[src/rtl/i2c_flag_master.sv]
module i2c_flag_master (
  input  logic       clk,
  input  logic       rst_n,
  input  logic       tick,
  input  logic       wr_en,
  input  logic [1:0] addr,
  input  logic [7:0] wdata,
  output logic [7:0] rdata,
  output logic       scl_oe,
  output logic       sda_oe,
  input  logic       sda_in
);
  localparam logic [1:0] A_CTL = 2'd0, A_ST = 2'd1, A_TAR = 2'd2, A_DAT = 2'd3;

  typedef enum logic [2:0] {S_IDLE, S_START, S_BIT, S_ACK, S_HOLD, S_STOP} state_t;
  state_t state;

  logic [7:0] ctl, tar, dat, sh;
  logic [6:0] st, st_set;
  logic [1:0] ph, sync;
  logic [2:0] cnt;
  logic       scl_q, sda_q, go, aphase, lnack;

  wire en   = ctl[3];
  wire ovr  = ctl[4];
  wire fsb  = ctl[1];
  wire rd   = tar[0];
  wire sda_s = sync[1];
  wire txb  = aphase || !rd;
  wire pend = rd ? st[1] : st[3];

  wire ack_done = en && tick && state == S_ACK && ph == 2'd2;
  wire nak  = ack_done && txb && sda_s;
  wire ok   = ack_done && !nak;
  wire arb  = en && tick && state == S_BIT && ph == 2'd2 && txb && !sda_q && !sda_s;
  wire stp  = en && tick && state == S_STOP && ph == 2'd2;

  assign st_set = {nak, arb, stp, ok && !rd, ok && !rd && !aphase, ok && rd, ok && aphase};
  assign scl_oe = ovr ? ~ctl[6] : scl_q;
  assign sda_oe = ovr ? ~ctl[5] : sda_q;

  always_comb
    case (addr)
      A_CTL:   rdata = ctl;
      A_ST:    rdata = {1'b0, st};
      A_TAR:   rdata = tar;
      default: rdata = dat;
    endcase

  always_ff @(posedge clk or negedge rst_n)
    if (!rst_n) begin
      ctl <= '0; tar <= '0; dat <= '0; st <= '0; sh <= '0;
      ph <= '0; cnt <= '0; sync <= 2'b11;
      scl_q <= 1'b0; sda_q <= 1'b0; go <= 1'b0; aphase <= 1'b0; lnack <= 1'b0;
      state <= S_IDLE;
    end else begin
      sync <= {sync[0], sda_in};
      if (wr_en && addr == A_CTL) ctl <= wdata;
      if (wr_en && addr == A_TAR) tar <= wdata;
      if (wr_en && addr == A_DAT) dat <= wdata;
      st <= ((wr_en && addr == A_ST) ? (st & wdata[6:0]) : st) | st_set;
      if (ok && rd && !aphase) dat <= sh;

      if (!en) begin
        state <= S_IDLE; scl_q <= 1'b0; sda_q <= 1'b0; ph <= '0; go <= 1'b0;
      end else if (tick) begin
        case (state)
          S_IDLE:
            if (go) begin
              state <= S_START; sda_q <= 1'b1; go <= 1'b0; lnack <= 1'b0;
            end
          S_START: begin
            scl_q <= 1'b1; sh <= tar; cnt <= 3'd7; aphase <= 1'b1; ph <= '0; state <= S_BIT;
          end
          S_BIT:
            case (ph)
              2'd0: begin sda_q <= txb ? ~sh[7] : 1'b0; ph <= 2'd1; end
              2'd1: begin scl_q <= 1'b0; ph <= 2'd2; end
              default:
                if (arb) begin
                  state <= S_IDLE; scl_q <= 1'b0; sda_q <= 1'b0; ph <= '0;
                end else begin
                  sh <= {sh[6:0], sda_s}; scl_q <= 1'b1; ph <= '0;
                  if (cnt == 3'd0) state <= S_ACK;
                  else cnt <= cnt - 3'd1;
                end
            endcase
          S_ACK:
            case (ph)
              2'd0: begin
                if (txb) sda_q <= 1'b0;
                else begin sda_q <= ~fsb; lnack <= fsb; end
                ph <= 2'd1;
              end
              2'd1: begin scl_q <= 1'b0; ph <= 2'd2; end
              default: begin
                scl_q <= 1'b1; ph <= '0;
                state <= nak ? S_STOP : S_HOLD;
              end
            endcase
          S_HOLD:
            if (!pend) begin
              ph <= '0;
              if (fsb && (!rd || lnack)) state <= S_STOP;
              else begin
                state <= S_BIT; cnt <= 3'd7; aphase <= 1'b0;
                sh <= rd ? 8'hFF : dat;
              end
            end
          default:
            case (ph)
              2'd0: begin sda_q <= 1'b1; ph <= 2'd1; end
              2'd1: begin scl_q <= 1'b0; ph <= 2'd2; end
              default: begin sda_q <= 1'b0; ph <= '0; state <= S_IDLE; end
            endcase
        endcase
      end
      if (wr_en && addr == A_CTL) go <= wdata[0] & wdata[3];
    end
endmodule

[config.mk]
export PLATFORM = sky130hd
export DESIGN_NAME = i2c_flag_master
export DESIGN_NICKNAME = d
export VERILOG_FILES = /design/src/rtl/i2c_flag_master.sv
export SDC_FILE = /design/constraint.sdc
export NUM_CORES = 1
export LEC_CHECK = 0
export BUFFER_PORTS_ARGS = -buffer_cell sky130_fd_sc_hd__buf_2
export CAP_MARGIN = 15
export CORE_MARGIN = 2
export CORE_UTILIZATION = 50
export CTS_BUF_LIST = sky130_fd_sc_hd__clkbuf_16
export DETAILED_ROUTE_END_ITERATION = 8
export PLACE_DENSITY = 0.74
export SLEW_MARGIN = 10
export SYNTH_ARGS = -nofsm -noshare
export SYNTH_HDL_FRONTEND = slang
export SYNTH_SLANG_ARGS = --single-unit
[constraint.sdc]
create_clock -name clk -period 2.8 [get_ports clk]
set_input_delay 0.84 -clock clk [delete_from_list [all_inputs] [get_ports clk]]
set_output_delay 0.84 -clock clk [all_outputs]
set_load 0.01 [all_outputs]
==> Word-level counts from Yosys, hierarchy flattened <==
Index checks and enable logic that the tools add are counted.
Widths: inputs -> output; s select.
{ "word_totals": {"register_bits": 54, "in_bits": 15, "output_inout_bits": 10, "word_cells": 173} }
{ "classes": {"addsub": 1, "eq_ne": 37, "n_mux": 64, "bitwise": 7, "reduce_logical": 50} }
{ "ops": {"columns": ["cell", "count"], "rows": [
  ["$mux 8", 7],
  ["$pmux 8 s3", 2],
  ["$mux 3", 15],
  ["$mux 1", 24],
  ["$logic_and 1x1->1", 23],
  ["$ne 2x2->1 const B", 11],
  ["$ne 3x3->1 const B", 7],
  ["$reduce_and 7->1", 3],
  ["$pmux 3 s5", 1],
  ["$ne 4x3->1 const B", 3],
  ["$pmux 1 s2", 6],
  ["$reduce_and 5->1", 2],
  ["$pmux 3 s3", 1],
  ["$pmux 1 s4", 2],
  ["$reduce_and 8->1", 1],
  ["$and 7x7->7", 1],
  ["$mux 7", 1],
  ["$or 7x7->7", 1],
  ["$eq 2x2->1 const B", 3],
  ["$eq 3x2->1 const B", 2],
  ["$eq 3x3->1 const B", 2],
  ["$logic_not 3->1", 2],
  ["$mux 2", 3],
  ["$ne 3x2->1 const B", 2],
  ["20 further kinds", 34]
]} }

==> Longest topological paths before layout <==
Gate-level depths: netlist of run 1.
{ "logic_depth": {"depth_word": 11, "depth_mapped": 8, "mapped_depth_nobuf": 6} }

==> Worst setup path after synthesis of run 1 <==
Ideal clock, no wire load.
{ "synth_timing": {"kind": "input -> output", "startpoint": "input port addr[0]", "endpoint": "output port rdata[7]", "arrival_ns": 1.853, "t_required_ns": 1.960, "slack_ns": 0.107, "stages": 3, "n_path_buf": 1, "path_cell_list": "buf_1 mux2_2 a22o_1"} }
{ "synth_between": {"elab_chain_cells": 2, "elab_cells_between_ends": 4, "cone_classes": "eq/ne: 2; mux: 1; reduce/logical: 1"} }
{ "synth_lines": {"columns": ["element", "line_no", "rtl"], "rows": [
  ["start: declaration", "6", "input logic [1:0] addr,"],
  ["$eq 2x2->1 (tied with other cells)", "43", "case (addr)"],
  ["$pmux 8 s3 (*)", "43", null],
  ["end: declaration", "8", "output logic [7:0] rdata,"]
]} }
Every way passes the cells marked *; elsewhere a longest branch is shown, timed or not.

==> Worst setup path after layout of run 1 <==
Ends and elaborated chain as after synthesis.

==> run metrics, run 1 <==
status finished, final reports clean; initial antenna violation count 0; final setup fails 0; yosys warns 0; hold_buf cts 0; Global Route Usage Sum 23.95%; relative slew slack 58.49%; post-synthesis sequential area ratio 45.44%; worst-path maximum fanout 13; met1 usage a little over a third; Placer Congestion 0.9055; Tcrit/Tclk final between 90% and 100%; Reg area ~1400 um^2; Post-synth EDFFs 0; Mapped Cells about 300; critical path arrival 1860 ps; CP Cell Sequence buf_2 -> mux2_2 -> a22o_1 -> buf_2; largest cells by area after synthesis dfrtp_1 (44%), mux2_2 (6.4%), mux4_2 (5.3%); CTS root buffer clkbuf_16; dpl cells 382; Max-Cap Viols 0; Critical Path Max Stage Delay roughly 370 ps; Yosys cell types 55; Multi-input gate area 1480 um^2; hold slack 356.3 ps; TritonCTS clock tree yes; crit path time final 2697 ps; TritonCTS Buffers 5; Avg Synthesized Cell Area 10.17 um^2; postcts setup bufs 0; IO Pins 25; Filler Cell Count 495; Post-route DRC 0; Top Family by Delay on Critical Path buffers and inverters; final non-filler cell total 390; reg2reg start tar[0]$_DFFE_PN0P_; IO buf count 24; asr flop ratio synth 100.0%; DIE WIDTH 81.19 um; post_cts resized 0; Remaining Overflow, GRT 0; Starting Density between 50% and 60%; # diodes 0; Setup WS pre-CTS 105.2 ps; WP data required between 1500 and 2000 ps; setup ws final 103.0 ps; WS Path Type in -> out; initial DRC count 237; Yosys top cell by area dfrtp_1; RR Endpoint sh[0]$_DFFE_PN0P_; die area roughly 6600 um^2; final WL 7205 um; Max Freq 370.8 MHz; post-DR vias/cell 6.215; pwr/cell area 769.9 nW/um^2; cell count along the critical path 4; Setup crit start kind input pin; Bufs and invs on worst path 2; H-tree Lvls 2; post-route cell area 3322 um^2; worst hold path type reg -> reg; pin count of the biggest net entering global routing 20; Die Y 81.19 um; Fin Setup TNS 0 ps; area fraction of the dominant cell type after synthesis between 40% and 50%; dpl cell area 3149 um^2; Pre-Repair DR Iteration Count 5; vias in the first global route 2291; Pleak 0.001446 uW; row count 28; first-pass GRT wire length 11920 um; Hold Path Stages 0; DP HPWL 5107 um; Final ANT Viol Nets 0; met2 GRT Util 36.69%; Yosys reg bits 54; worst slew pin tran 622.6 ps; Hold Violations, Final 0; Max IR drop VDD 0.3955 mV; Clock Latency Late Sink 290 ps; Clock Sinks 54; Routed wire per std cell 18.47 um; met3 GRT Util 3.444%; Slew Limit Fails 0; Reg2Reg Setup Slack 470 ps; GR peak layer met2; hold endpoint sync[1]$_DFF_PN1_; Top cell by count, worst path buf_2; RSZ-0062 raised after global routing false; Hold Crit Start sync[0]$_DFF_PN1_; worst-case reg-to-reg path depth 5; Main synth FF type dfrtp_1; fraction of layout instances using a drive strength above 1 between 20% and 30%; clk buf depth 2; Core Box Area 5851 um^2; final net count 331; top cells by count, synth dfrtp_1 (52), nand2_1 (27), o21ai_0 (27), nor2_1 (25); Max stage delay cell, worst path mux2_2; Syn Nets 310; cell with the most instances after synthesis dfrtp_1; Critical Path End Type output pin; clk slew on worst S/H paths 70 ps; Netlist Area Pre-Place just under 3000 um^2; Area Growth Syn to Fin 11.51%; vias 2424; Clock Skew 6.744 ps
==> power breakdown <==
part	switching, uW	leakage (uW)	internal, uW
Clock	286	0.0000844	427
Combinational	336	0.000698	318
Sequential	234	0.000664	957
==> sequential cells by signal, indices dropped and copies added, names as in the netlist <==
signal  count
ctl         8
dat         8
sh          8
tar         8
st          7
cnt         3
state       3
ph          2
sync        2
aphase      1
go          1
lnack       1
scl_q       1
sda_q       1
==> per-layer routing <==
metal  part of all wire, %  wire (um)  vias to the layer above
met5                     0          0                        -
met4                   1.2         89                        0
met1                    44       3156                     1191
li1                      -          -                     1124
met3                   6.5        465                        8
met2                    48       3493                      101
==> worst reg2reg max path, delay by kind of cell (launching register included) <==
kind | cells | cell delay [ps]
compound gates | 2 | 790
flops | 1 | 730
simple gates | 2 | 390
mux | 1 | 320
==> per-stage QoR <==
| stage | power, uW | util [%] |
|---|---|---|
| floorplan | 1632 | - |
| global placement | 1822 | 53.83 |
| detailed placement | 1841 | 53.83 |
| CTS | 2559 | 56.78 |
| global route | 2697 | 56.78 |
| finish | 2558 | 56.78 |
==> worst max-delay path by stage <==
stage / start / endpoint
2_1_floorplan: addr[0] / rdata[7]
4_1_cts: addr[0] / rdata[7]
3_3_place_gp: addr[0] / rdata[7]
3_5_place_dp: addr[0] / rdata[7]
5_1_grt: addr[0] / rdata[7]
6_report: addr[0] / rdata[7]
==> final cells by class <==
type / count / area share [%]
multi-input combinational: 211 / 44.56
sequential: 54 / 40.75
timing repair buffer: 33 / 5.650
clock buffer: 5 / 3.766
tap: 75 / 2.825
clock inverter: 3 / 1.431
inverter: 9 / 1.017
==> cells in the final DEF, fill, tap and decap left out, types with 4 or more instances in the layout <==
cell type,Yosys,layout
a31oi_1,9,9
clkbuf_16,0,5
nand2b_1,4,4
mux4_2,7,7
nor2_1,25,25
buf_4,1,9
buf_2,5,24
dfrtp_1,52,52
nand2_1,27,27
a221oi_1,8,8
nand3_1,10,10
mux2i_1,12,12
nand4_1,4,4
mux2_2,17,17
o21ai_0,27,27
a21oi_1,17,17
inv_1,9,9
==> logic make-up (layout without fill, tap and decap cells) <==
family	count (synthesis)	in the layout	synth area share, %
flip-flops	54	54	45.44
AND/OR/NAND/NOR	89	89	14.91
multiplexers	37	37	16.25
adder cells (fa/ha/maj)	2	2	0.8398
buffers and inverters	28	50	4.872
XOR/XNOR	1	1	0.2940
AO/OA/AOI/OAI	82	82	17.39
No activity file was read; power rests on OpenSTA's default activity.
==> run 2: changes to the inputs <==
--- a/config.mk
+++ b/config.mk
@@ -8,10 +8,10 @@
 export BUFFER_PORTS_ARGS = -buffer_cell sky130_fd_sc_hd__buf_2
 export CAP_MARGIN = 15
 export CORE_MARGIN = 2
-export CORE_UTILIZATION = 50
+export CORE_UTILIZATION = 55
 export CTS_BUF_LIST = sky130_fd_sc_hd__clkbuf_16
 export DETAILED_ROUTE_END_ITERATION = 8
-export PLACE_DENSITY = 0.74
+export PLACE_DENSITY = 0.79
 export SLEW_MARGIN = 10
 export SYNTH_ARGS = -nofsm -noshare
 export SYNTH_HDL_FRONTEND = slang
==> run 2 against run 1 <==
Against the previous run: combinational power up 6.6%; critical endpoint is now rdata[0]; design area increased by 0.45%; non-clock buffer count increased by 4; critical path depth decreased by 1; register-to-register slack barely moved; count of clock-buffer cells in the layout did not move; worst setup slack better by 73 ps; largest cell class unchanged.
==> run metrics, run 2 (synthesis gave the netlist of run 1 again) <==
pin count of the biggest net entering global routing 24 (+20%); first-pass GRT wire length 12360 um (+3.7%); vias 2517 (+3.8%); IO Pins 25 (unchanged); final setup fails 0 (unchanged); worst-case reg-to-reg path depth 5 (unchanged); fraction of layout instances using a drive strength above 1 23.58% (+0.73 points); TritonCTS Buffers 5 (unchanged); Critical Path Max Stage Delay 560 ps (+190 ps); CTS root buffer clkbuf_16; Area Growth Syn to Fin 12.01%; Setup WS pre-CTS 173.4 ps (+68.20 ps); Max Freq 381.2 MHz (+2.8%); clk buf depth 2 (unchanged); Die Y 77.60 um (-4.4%); CP Cell Sequence buf_2 -> mux4_2 -> buf_2; crit path time final 2623 ps (-73.48 ps); TritonCTS clock tree yes; clk slew on worst S/H paths 60 ps (about the same); Global Route Usage Sum 26.39% (+2.4 points); Tcrit/Tclk final 93.70% (-2.6 points); setup ws final 176.5 ps (+73.48 ps); Clock Sinks 54 (unchanged); Pre-Repair DR Iteration Count 5 (unchanged); Clock Skew 4.107 ps (-2.637 ps); hold slack 357.0 ps (+0.7190 ps); die area 6021 um^2 (-8.7%); commonest cells after routing, fill and taps aside dfrtp_1 (52), nand2_1 (27), o21ai_0 (27); Max stage delay cell, worst path mux4_2; WS Path Type in -> out; final net count 335 (+1.2%); row count 26 (-7.1%); WP data required 1960 ps (about the same); final core utilization 64.51% (+7.7 points); Final ANT Viol Nets 0 (unchanged); dpl cell area 3173 um^2 (+0.75%); worst slew pin tran 627.0 ps (+4.381 ps); Pleak 0.001463 uW (+1.2%); Remaining Overflow, GRT 0 (unchanged); critical path arrival 1780 ps (-80 ps); post-DR vias/cell 6.487 (+4.4%); Core Box Area 5172 um^2 (-12%); Filler Cell Count 393 (-21%); Multi-input gate area 1480 um^2 (unchanged); Reg area 1354 um^2 (unchanged); Setup crit start kind input pin; Placer Congestion 0.8739 (-3.5%); Routed wire per std cell 19.28 um (+4.4%); hold_buf cts 0 (unchanged); Post-route DRC 0 (unchanged); Top cell by count, worst path buf_2; worst-path maximum fanout 8 (-5); Max IR drop VDD 0.4467 mV (+13%); post_cts resized 0 (unchanged); Starting Density 57.60% (+6.7 points); Max-Cap Viols 0 (unchanged); Hold Path Stages 0 (unchanged); H-tree Lvls 2 (unchanged); Hold Violations, Final 0 (unchanged); initial antenna violation count 0 (unchanged); IO buf count 24 (unchanged); vias in the first global route 2382 (+4.0%); Critical Path End Type output pin; # diodes 0 (unchanged); Slew Limit Fails 0 (unchanged); Clock Latency Late Sink 290 ps (about the same); pwr/cell area 768.3 nW/um^2 (-0.22%); DIE WIDTH 77.60 um (-4.4%); post-route cell area 3337 um^2 (+0.45%); worst hold path type reg -> reg; DP HPWL 5276 um (+3.3%); Fin Setup TNS 0 ps (unchanged); final WL 7482 um (+3.8%); status finished, final reports clean; most common cell after layout, fill and taps aside dfrtp_1; relative slew slack 58.20% (-0.29 points); RSZ-0062 raised after global routing false; initial DRC count 361 (+52%); postcts setup bufs 0 (unchanged)
-- run 2: cell count changes in the layout (fill, tap and decap cells not counted) --
cell | before | now
buf_4 | 9 | 13
inv_6 | 1 | 0
-- run 2: cell type report --
| type | count | area share [%] |
|---|---|---|
| sequential | 54 | 40.57 |
| multi-input combinational | 211 | 44.36 |
| clock buffer | 5 | 3.750 |
| clock inverter | 2 | 1.162 |
| tap | 70 | 2.625 |
| inverter | 9 | 1.012 |
| timing repair buffer | 37 | 6.524 |
-- run 2: worst paths after layout --
check	start	end	slack [ps]
setup reg to reg	tar[0]$_DFFE_PN0P_	sh[0]$_DFFE_PN0P_	460
hold reg to reg	sync[0]$_DFF_PN1_	sync[1]$_DFF_PN1_	360
hold / removal	sync[0]$_DFF_PN1_	sync[1]$_DFF_PN1_	360
min in group asynchronous	rst_n	st[3]$_DFF_PN0_	520
max in group asynchronous	rst_n	sh[7]$_DFFE_PN0P_	1660
setup / recovery	addr[0]	rdata[0]	180
-- run 2: power by group --
part	switching, uW	internal (uW)	leakage (uW)
clock network	275	419	0.0000799
logic	371	326	0.000720
registers	215	958	0.000664
total	861	1700	0.00146
-- run 2: stage by stage --
stage | total power [uW] | std cells
2_1_floorplan | 1632 | 293
3_3_place_gp | 1824 | 381
3_5_place_dp | 1856 | 381
4_1_cts | 2551 | 388
5_1_grt | 2696 | 388
6_report | 2564 | 388
-- run 2: per-layer routing --
metal / vias to the layer above / GRT usage [%] / wire length, um / part of all wire (%)
li1: 1138 / - / - / -
met1: 1227 / 36.85 / 3134 / 42
met2: 129 / 41.38 / 3594 / 48
met3: 23 / 5.930 / 588 / 7.9
met4: 0 / 8.036 / 165 / 2.2
met5: - / 0 / 0 / 0
-- run 2: worst max-delay path: cells and delay by family --
family,cells,cell delay (ps)
buffers and inverters,2,390
multiplexers,1,560
